<file path="src/rtl/fpc_pkg.sv">
package fpc_pkg;

  typedef enum logic [1:0] {
    OP_READ   = 2'd0,
    OP_PROG   = 2'd1,
    OP_PERASE = 2'd2,
    OP_MERASE = 2'd3
  } op_e;

  typedef enum logic [1:0] {
    SRC_FLASH_CPU = 2'd0,
    SRC_RAM_CPU   = 2'd1,
    SRC_DMA       = 2'd2,
    SRC_DEBUG     = 2'd3
  } src_e;

  // strobes from control to datapath, all already qualified by reqValid
  typedef struct packed {
    logic grant;
    logic errSet;
    logic rdLatch;
  } strobe_t;

endpackage

</file>
<file path="src/rtl/fpc_datapath.sv">
module fpc_datapath
  import fpc_pkg::*;
#(
  parameter int PAGE_W     = 7,
  parameter int DATA_W     = 32,
  parameter int PAIR_PAGES = 62,
  parameter int AUTO_PAGES = 2,
  parameter int GROUP      = 2,
  parameter int WP_W       = 32
) (
  input  logic              clk,
  input  logic              rstN,
  input  logic [PAGE_W-1:0] pageIdx,
  input  logic [WP_W-1:0]   wpBits,
  input  logic              rdpActive,
  input  strobe_t           st,
  input  logic              errClr,
  input  logic [DATA_W-1:0] arrayRdata,
  output logic              pageLocked,
  output logic              protErr,
  output logic [DATA_W-1:0] rdataOut
);

  localparam int NUM_PAGES = 1 << PAGE_W;

  logic [NUM_PAGES-1:0] pageProt;
  logic                 rdGateQ;

  // per-page lock map: paired groups below the boundary, one shared bit above
  for (genvar p = 0; p < NUM_PAGES; p++) begin : g_page
    localparam int GRP = (p < PAIR_PAGES) ? (p / GROUP) : (WP_W - 1);
    if (p < AUTO_PAGES) begin : g_auto
      assign pageProt[p] = ~wpBits[GRP] | rdpActive;
    end else begin : g_plain
      assign pageProt[p] = ~wpBits[GRP];
    end
  end

  assign pageLocked = pageProt[pageIdx];

  always_ff @(posedge clk or negedge rstN) begin
    if (!rstN) begin
      rdGateQ <= 1'b0;
      protErr <= 1'b0;
    end else begin
      rdGateQ <= st.rdLatch;
      if (st.errSet)   protErr <= 1'b1;
      else if (errClr) protErr <= 1'b0;
    end
  end

  assign rdataOut = rdGateQ ? arrayRdata : '0;

  p_err_hold_r3: assert property (@(posedge clk) disable iff (!rstN)
    protErr && !errClr |=> protErr);

  p_err_clear_r3: assert property (@(posedge clk) disable iff (!rstN)
    errClr && !st.errSet |=> !protErr);

  p_err_cause_r3: assert property (@(posedge clk) disable iff (!rstN)
    $rose(protErr) |-> $past(st.errSet));

endmodule

</file>
<file path="src/rtl/fpc_ctrl.sv">
module fpc_ctrl
  import fpc_pkg::*;
(
  input  logic    clk,
  input  logic    rstN,
  input  logic    reqValid,
  input  op_e     op,
  input  src_e    src,
  input  logic    rdpActive,
  input  logic    bootFromSram,
  input  logic    debugActive,
  input  logic    pageLocked,
  output strobe_t st,
  output logic    reqGrant,
  output logic    rspValid,
  output logic    rspGrant
);

  logic trustedRead;
  logic rdpWriteBlock;
  logic isWrite;
  logic allow;

  assign trustedRead   = (src == SRC_FLASH_CPU) && !bootFromSram && !debugActive;
  assign rdpWriteBlock = rdpActive && (debugActive || bootFromSram);
  assign isWrite       = (op == OP_PROG) || (op == OP_PERASE);

  always_comb begin
    unique case (op)
      OP_READ:   allow = !rdpActive || trustedRead;
      OP_PROG,
      OP_PERASE: allow = !pageLocked && !rdpWriteBlock;
      OP_MERASE: allow = 1'b1;
      default:   allow = 1'b0;
    endcase
  end

  always_comb begin
    st.grant   = reqValid && allow;
    st.errSet  = reqValid && isWrite && !allow;
    st.rdLatch = reqValid && (op == OP_READ) && allow;
  end

  assign reqGrant = st.grant;

  always_ff @(posedge clk or negedge rstN) begin
    if (!rstN) begin
      rspValid <= 1'b0;
      rspGrant <= 1'b0;
    end else begin
      rspValid <= reqValid;
      rspGrant <= st.grant;
    end
  end

  p_mass_grant_r7: assert property (@(posedge clk) disable iff (!rstN)
    reqValid && op == OP_MERASE |-> reqGrant && !st.errSet);

  p_rsp_on_r9: assert property (@(posedge clk) disable iff (!rstN)
    reqValid |=> rspValid);

  p_rsp_off_r9: assert property (@(posedge clk) disable iff (!rstN)
    !reqValid |=> !rspValid && !rspGrant);

  p_untrusted_read_r4: assert property (@(posedge clk) disable iff (!rstN)
    reqValid && op == OP_READ && rdpActive && src != SRC_FLASH_CPU |-> !reqGrant);

  p_read_no_err_r4: assert property (@(posedge clk) disable iff (!rstN)
    reqValid && op == OP_READ |-> !st.errSet);

  p_open_read_r8: assert property (@(posedge clk) disable iff (!rstN)
    reqValid && op == OP_READ && !rdpActive |-> reqGrant);

endmodule

</file>
<file path="src/rtl/flash_access_guard.sv">
module flash_access_guard
  import fpc_pkg::*;
#(
  parameter int ADDR_W     = 17,
  parameter int PAGE_OFF_W = 10,
  parameter int DATA_W     = 32,
  parameter int PAIR_PAGES = 62,
  parameter int AUTO_PAGES = 2,
  localparam int GROUP     = 2,
  localparam int PAGE_W    = ADDR_W - PAGE_OFF_W,
  localparam int WP_W      = PAIR_PAGES / GROUP + 1
) (
  input  logic              clk,
  input  logic              rstN,
  input  logic              reqValid,
  input  logic [1:0]        reqOp,
  input  logic [1:0]        reqSrc,
  input  logic [ADDR_W-1:0] reqAddr,
  input  logic              rdpActive,
  input  logic [WP_W-1:0]   wpBits,
  input  logic              bootFromSram,
  input  logic              debugActive,
  input  logic              errClr,
  input  logic [DATA_W-1:0] arrayRdata,
  output logic              reqGrant,
  output logic              rspValid,
  output logic              rspGrant,
  output logic              protErr,
  output logic [DATA_W-1:0] rdataOut
);

  localparam int GRP_W = $clog2(WP_W);

  logic [PAGE_W-1:0] pageIdx;
  logic              pageLocked;
  strobe_t           st;
  op_e               op;
  src_e              src;

  assign pageIdx = reqAddr[ADDR_W-1:PAGE_OFF_W];
  assign op      = op_e'(reqOp);
  assign src     = src_e'(reqSrc);

  fpc_ctrl u_ctrl (
    .clk         (clk),
    .rstN        (rstN),
    .reqValid    (reqValid),
    .op          (op),
    .src         (src),
    .rdpActive   (rdpActive),
    .bootFromSram(bootFromSram),
    .debugActive (debugActive),
    .pageLocked  (pageLocked),
    .st          (st),
    .reqGrant    (reqGrant),
    .rspValid    (rspValid),
    .rspGrant    (rspGrant)
  );

  fpc_datapath #(
    .PAGE_W    (PAGE_W),
    .DATA_W    (DATA_W),
    .PAIR_PAGES(PAIR_PAGES),
    .AUTO_PAGES(AUTO_PAGES),
    .GROUP     (GROUP),
    .WP_W      (WP_W)
  ) u_dp (
    .clk       (clk),
    .rstN      (rstN),
    .pageIdx   (pageIdx),
    .wpBits    (wpBits),
    .rdpActive (rdpActive),
    .st        (st),
    .errClr    (errClr),
    .arrayRdata(arrayRdata),
    .pageLocked(pageLocked),
    .protErr   (protErr),
    .rdataOut  (rdataOut)
  );

  logic             isWrite;
  logic [GRP_W-1:0] pairGrp;

  assign isWrite = reqValid && (reqOp == 2'd1 || reqOp == 2'd2);
  assign pairGrp = GRP_W'(pageIdx >> 1);

  p_pair_lock_r1: assert property (@(posedge clk) disable iff (!rstN)
    isWrite && (int'(pageIdx) < PAIR_PAGES) && !wpBits[pairGrp] |-> !reqGrant);

  p_upper_lock_r2: assert property (@(posedge clk) disable iff (!rstN)
    isWrite && (int'(pageIdx) >= PAIR_PAGES) && !wpBits[WP_W-1] |-> !reqGrant);

  p_auto_pages_r5: assert property (@(posedge clk) disable iff (!rstN)
    isWrite && rdpActive && (int'(pageIdx) < AUTO_PAGES) |-> !reqGrant);

  p_rdp_debug_r6: assert property (@(posedge clk) disable iff (!rstN)
    isWrite && rdpActive && (debugActive || bootFromSram) |-> !reqGrant);

endmodule

</file>
<file path="config.mk">
export PLATFORM = sky130hd
export DESIGN_NAME = flash_access_guard
export DESIGN_NICKNAME = d
export VERILOG_FILES = /design/src/rtl/fpc_pkg.sv /design/src/rtl/fpc_datapath.sv /design/src/rtl/fpc_ctrl.sv /design/src/rtl/flash_access_guard.sv
export SDC_FILE = /design/constraint.sdc
export NUM_CORES = 1
export LEC_CHECK = 0
export BUFFER_PORTS_ARGS = -buffer_cell sky130_fd_sc_hd__buf_2
export CAP_MARGIN = 20
export CORE_AREA = 2 2 63 53
export DETAILED_ROUTE_END_ITERATION = 6
export DIE_AREA = 0 0 65 55
export HOLD_SLACK_MARGIN = 0.1
export PLACE_DENSITY = 0.8
export SETUP_SLACK_MARGIN = 0.1
export SLEW_MARGIN = 10
export SYNTH_ARGS = -nofsm -noshare
export SYNTH_HDL_FRONTEND = slang
export SYNTH_SLANG_ARGS = --single-unit
</file>
<file path="constraint.sdc">
create_clock -name clk -period 2.6 [get_ports clk]
set_clock_uncertainty 0.15 [all_clocks]
set_input_delay 0.26 -clock clk [delete_from_list [all_inputs] [get_ports clk]]
set_output_delay 0.26 -clock clk [all_outputs]
set_load 0.01 [all_outputs]
</file>
==> key figures <==
GRT
  – First-pass GRT wire length: 4030 um
  – Pin count of the biggest net entering global routing: 33
  – Global router's overall resource usage: 14.7%
  – Vias in the first global route: 951
  – Total global routing overflow: 0
  – Antenna violations before repair: 0

STA
  – Final total negative setup slack: 0 ps
  – Worst Hold Margin: 211 ps
  – Total count of hold-check failures in the final report: 0
  – Max-slew violation total from the final report: 0
  – Maximum frequency from static timing analysis: 432 MHz
  – Max-slew headroom at the worst pin: 60.6%
  – Min Clock Period, post-route: 2320 ps
  – Post-route clock period utilization: 89.1%
  – Transition time at the pin with the least slew margin: 590 ps
  – Final-report setup violation count: 0
  – RSZ-0062 raised after global routing: false

Clock network
  – TritonCTS sink count: 4
  – Root buffer selected by CTS: sky130_fd_sc_hd__clkbuf_8
  – H-tree levels: 1
  – Worst-path clk slew: 30 ps
  – Setup fix buffers added after clock tree synthesis: 0
  – Worst skew pair latency: 210 ps
  – TritonCTS clock tree: done
  – Number of buffers inserted during clock tree synthesis: 3
  – Largest buffer count on any clock path: 2

Critical path
  – Buffers and inverters on the worst path: 2
  – Ordered cell list for the critical path: buf_2 -> mux4_2 -> mux4_2 -> a31oi_1 -> nand2_1 -> buf_2
  – Largest delay share family, worst path: multiplexers
  – Worst Path Max Fanout: 5
  – CP startpoint kind: input port
  – Critical Path Slowest Stage Cell: sky130_fd_sc_hd__mux4_2
  – Crit path launch: reqAddr[11]
  – CP arrival: 1910 ps
  – Required arrival time at the worst endpoint: 2190 ps
  – Largest stage delay on the critical path: 510 ps
  – Kind of critical path: in2out
  – Reg-to-reg startpoint: u_dp.protErr
  – CP Capture Type: primary output

Detailed routing
  – First-pass iteration count of the detailed router: 4
  – Via count: 1101
  – Drc violations: 0
  – WL final: 2770 um
  – Final ANT Viol Nets: 0
  – Number of violations reported at the end of detailed-routing iteration 0: 14
  – Detail-routed via count per cell: 4.55
  – Average wire per standard cell: 11.4 um

Finish
  – Area of all placed cells without fillers: 1420 um^2
  – Sequential cell area in the final layout: 100 um^2
  – Net count reported at finish: 299
  – Fraction of layout cells with a size suffix above 1: 63.9%
  – Area growth from synthesis to layout: 89.4%
  – Inserted Diodes: 0
  – Multi-input gate area: 613 um^2
  – Layout fillers: 283

Synthesis
  – Share of cell area taken by muxes after synthesis: 26.6%
  – EDFF count, synth: 0
  – Average instance area after synthesis: 8.85 um^2
  – Seq/Total Area, Yosys: 13.3%
  – Cell area after synthesis: 752 um^2
  – Most area-hungry cell type in the Yosys netlist: sky130_fd_sc_hd__and2_1
  – Number of distinct library cells after synthesis: 30
  – Basic-gate share of the synthesized area counting and, or, nand and nor cells: 38.6%
  – Synthesized netlist cell count: 85
  – Yosys synthesis warning count: 0
  – Adder-cell area share of the yosys netlist: 4.99%
  – Top cells by area in the synthesized netlist: sky130_fd_sc_hd__and2_1 (27%), sky130_fd_sc_hd__mux4_2 (21%), sky130_fd_sc_hd__dfrtp_1 (13%)
  – Synthesized-area fraction occupied by xor and xnor cells: 0%
  – Complex-gate fraction of the synthesized area: 11.3%
  – Combinational family with the most area after synthesis: simple AND/OR/NAND/NOR gates
  – Share of flip-flops with an asynchronous set or reset: 100%
  – Share of the synthesized area in the top cell type: 27.5%
  – Yosys reg bits: 4
  – Most common flop cell mapped by yosys: sky130_fd_sc_hd__dfrtp_1
  – Post-synthesis net count: 180

Power
  – Reported leakage power: 0.856 nW
  – Seq pwr share: 20.1%
  – Net switching power: 0.0000988 W
  – Switching share of power: 27.3%
  – Power density over the cells: 255 nW/um^2
  – Maximum vdd ir drop: 133 uV
  – Part of the total power dissipated in the clock network: 35.4%
  – Post-layout power: 0.000363 W
  – Comb power frac: 44.6%
  – Internal power: 0.000264 W

Worst hold path
  – Worst Hold Class: in2reg
  – Startpoint of the tightest hold check path: errClr

Floorplan
  – Std-Cell Core Area: 2950 um^2
  – Die area: 3580 um^2
  – Die Height: 55 um
  – Die extent in x: 65 um
  – Site row count: 18
  – Boundary Pins: 128
  – Starting density of the core: 25.5%

Flow run
  – Max Cap Violations: 0

Placement
  – Placer's final routability congestion estimate: 0.700
  – Count of buffers from port buffering: 116
  – DP Area: 1360 um^2
  – Dpl hpwl: 2470 um

Status
  – Run status: complete, no violations
[per-stage QoR]
| stage | instances | util [%] | worst slack [ps] |
|---|---|---|---|
| global route | 242 | 48.3 | 183 |
| floorplan | 85 | - | 495 |
| detailed placement | 237 | 46.2 | 269 |
| finish | 242 | 48.3 | 283 |
| global placement | 237 | 46.2 | 279 |
| CTS | 242 | 48.3 | 275 |
[state kept, by name, indices dropped and copies added, names as in the netlist]
register / flops
u_dp.protErr: 1
u_ctrl.rspGrant: 1
u_ctrl.rspValid: 1
u_dp.rdGateQ: 1
[worst paths after layout]
path | to | slack [ps] | cells after the start
min in group asynchronous | u_dp.protErr | 240 | 2
hold reg to reg | u_dp.protErr | 360 | 1
setup reg to reg | u_dp.protErr | 1730 | 1
max in group asynchronous | u_ctrl.rspValid | 1950 | 2
hold / removal | u_dp.protErr | 210 | 3
setup / recovery | reqGrant | 280 | 6
[logic make-up (layout without fill, tap and decap cells)]
kind of cell,Yosys count,count (layout)
fa+ha+maj,3,3
simple gates,48,48
compound gates,11,11
flops,4,4
mux,11,11
buf+inv,8,125
[cell usage in the layout, fill, tap and decap left out, types with 2 or more instances in the layout]
cell type                       Yosys  routed
sky130_fd_sc_hd__clkbuf_8           0       3
sky130_fd_sc_hd__dlygate4sd3_1      0       2
sky130_fd_sc_hd__mux2i_1            2       2
sky130_fd_sc_hd__o21ai_0            2       2
sky130_fd_sc_hd__nor3_1             2       2
sky130_fd_sc_hd__nand2b_1           2       2
sky130_fd_sc_hd__inv_1              3       3
sky130_fd_sc_hd__and2_1            33      33
sky130_fd_sc_hd__ha_1               3       3
sky130_fd_sc_hd__nor2_1             2       2
sky130_fd_sc_hd__nor2b_1            3       3
sky130_fd_sc_hd__buf_2              1     116
sky130_fd_sc_hd__dfrtp_1            4       4
sky130_fd_sc_hd__mux4_2             7       7
sky130_fd_sc_hd__nand2_1            2       2
[power groups by stage]
stage	clock, W	sequential, W	combinational (W)
2_1_floorplan	0	0.0000728	0.0000744
3_3_place_gp	0	0.0000733	0.000157
3_5_place_dp	0	0.0000737	0.000161
4_1_cts	0.000130	0.0000730	0.000164
5_1_grt	0.000138	0.0000739	0.000180
6_report	0.000128	0.0000728	0.000162
[Yosys cell counts, types with 2 or more instances]
| cell | n |
|---|---|
| sky130_fd_sc_hd__and2_1 | 33 |
| sky130_fd_sc_hd__mux2i_1 | 2 |
| sky130_fd_sc_hd__o21ai_0 | 2 |
| sky130_fd_sc_hd__inv_1 | 3 |
| sky130_fd_sc_hd__nand2_1 | 2 |
| sky130_fd_sc_hd__nor3_1 | 2 |
| sky130_fd_sc_hd__mux4_2 | 7 |
| sky130_fd_sc_hd__nor2b_1 | 3 |
| sky130_fd_sc_hd__ha_1 | 3 |
| sky130_fd_sc_hd__clkbuf_1 | 3 |
| sky130_fd_sc_hd__nand2b_1 | 2 |
| sky130_fd_sc_hd__nor2_1 | 2 |
| sky130_fd_sc_hd__dfrtp_1 | 4 |
[tightest hold or removal path, cell delays in order]
cell and delay, ps:
sky130_fd_sc_hd__buf_2 90, sky130_fd_sc_hd__inv_1 60, sky130_fd_sc_hd__a32o_2 130
[final cells by class]
| type | count | share of cell area, % |
|---|---|---|
| clock buffer | 3 | 2.90 |
| inverter | 3 | 0.791 |
| multi-input combinational | 73 | 43.1 |
| sequential | 4 | 7.03 |
| tap | 40 | 3.51 |
| timing repair buffer | 119 | 42.7 |
[routing by layer]
metal	vias to the layer above	share of wire, %	track usage [%]
met1	481	33	12.8
met3	2	13	2.43
met2	80	53	34.0
li1	538	-	-
met5	-	0	0
met4	0	0.36	5.32
[timing repair]
| action | 4_1_cts | 5_1_grt |
|---|---|---|
| gates resized for setup | 0 | 0 |
| hold endpoints to repair | 5 | 0 |
| endpoints found under the setup margin | 0 | 0 |
| hold buffers | 2 | 0 |
Note: power is estimated with default switching activity, not from simulation.
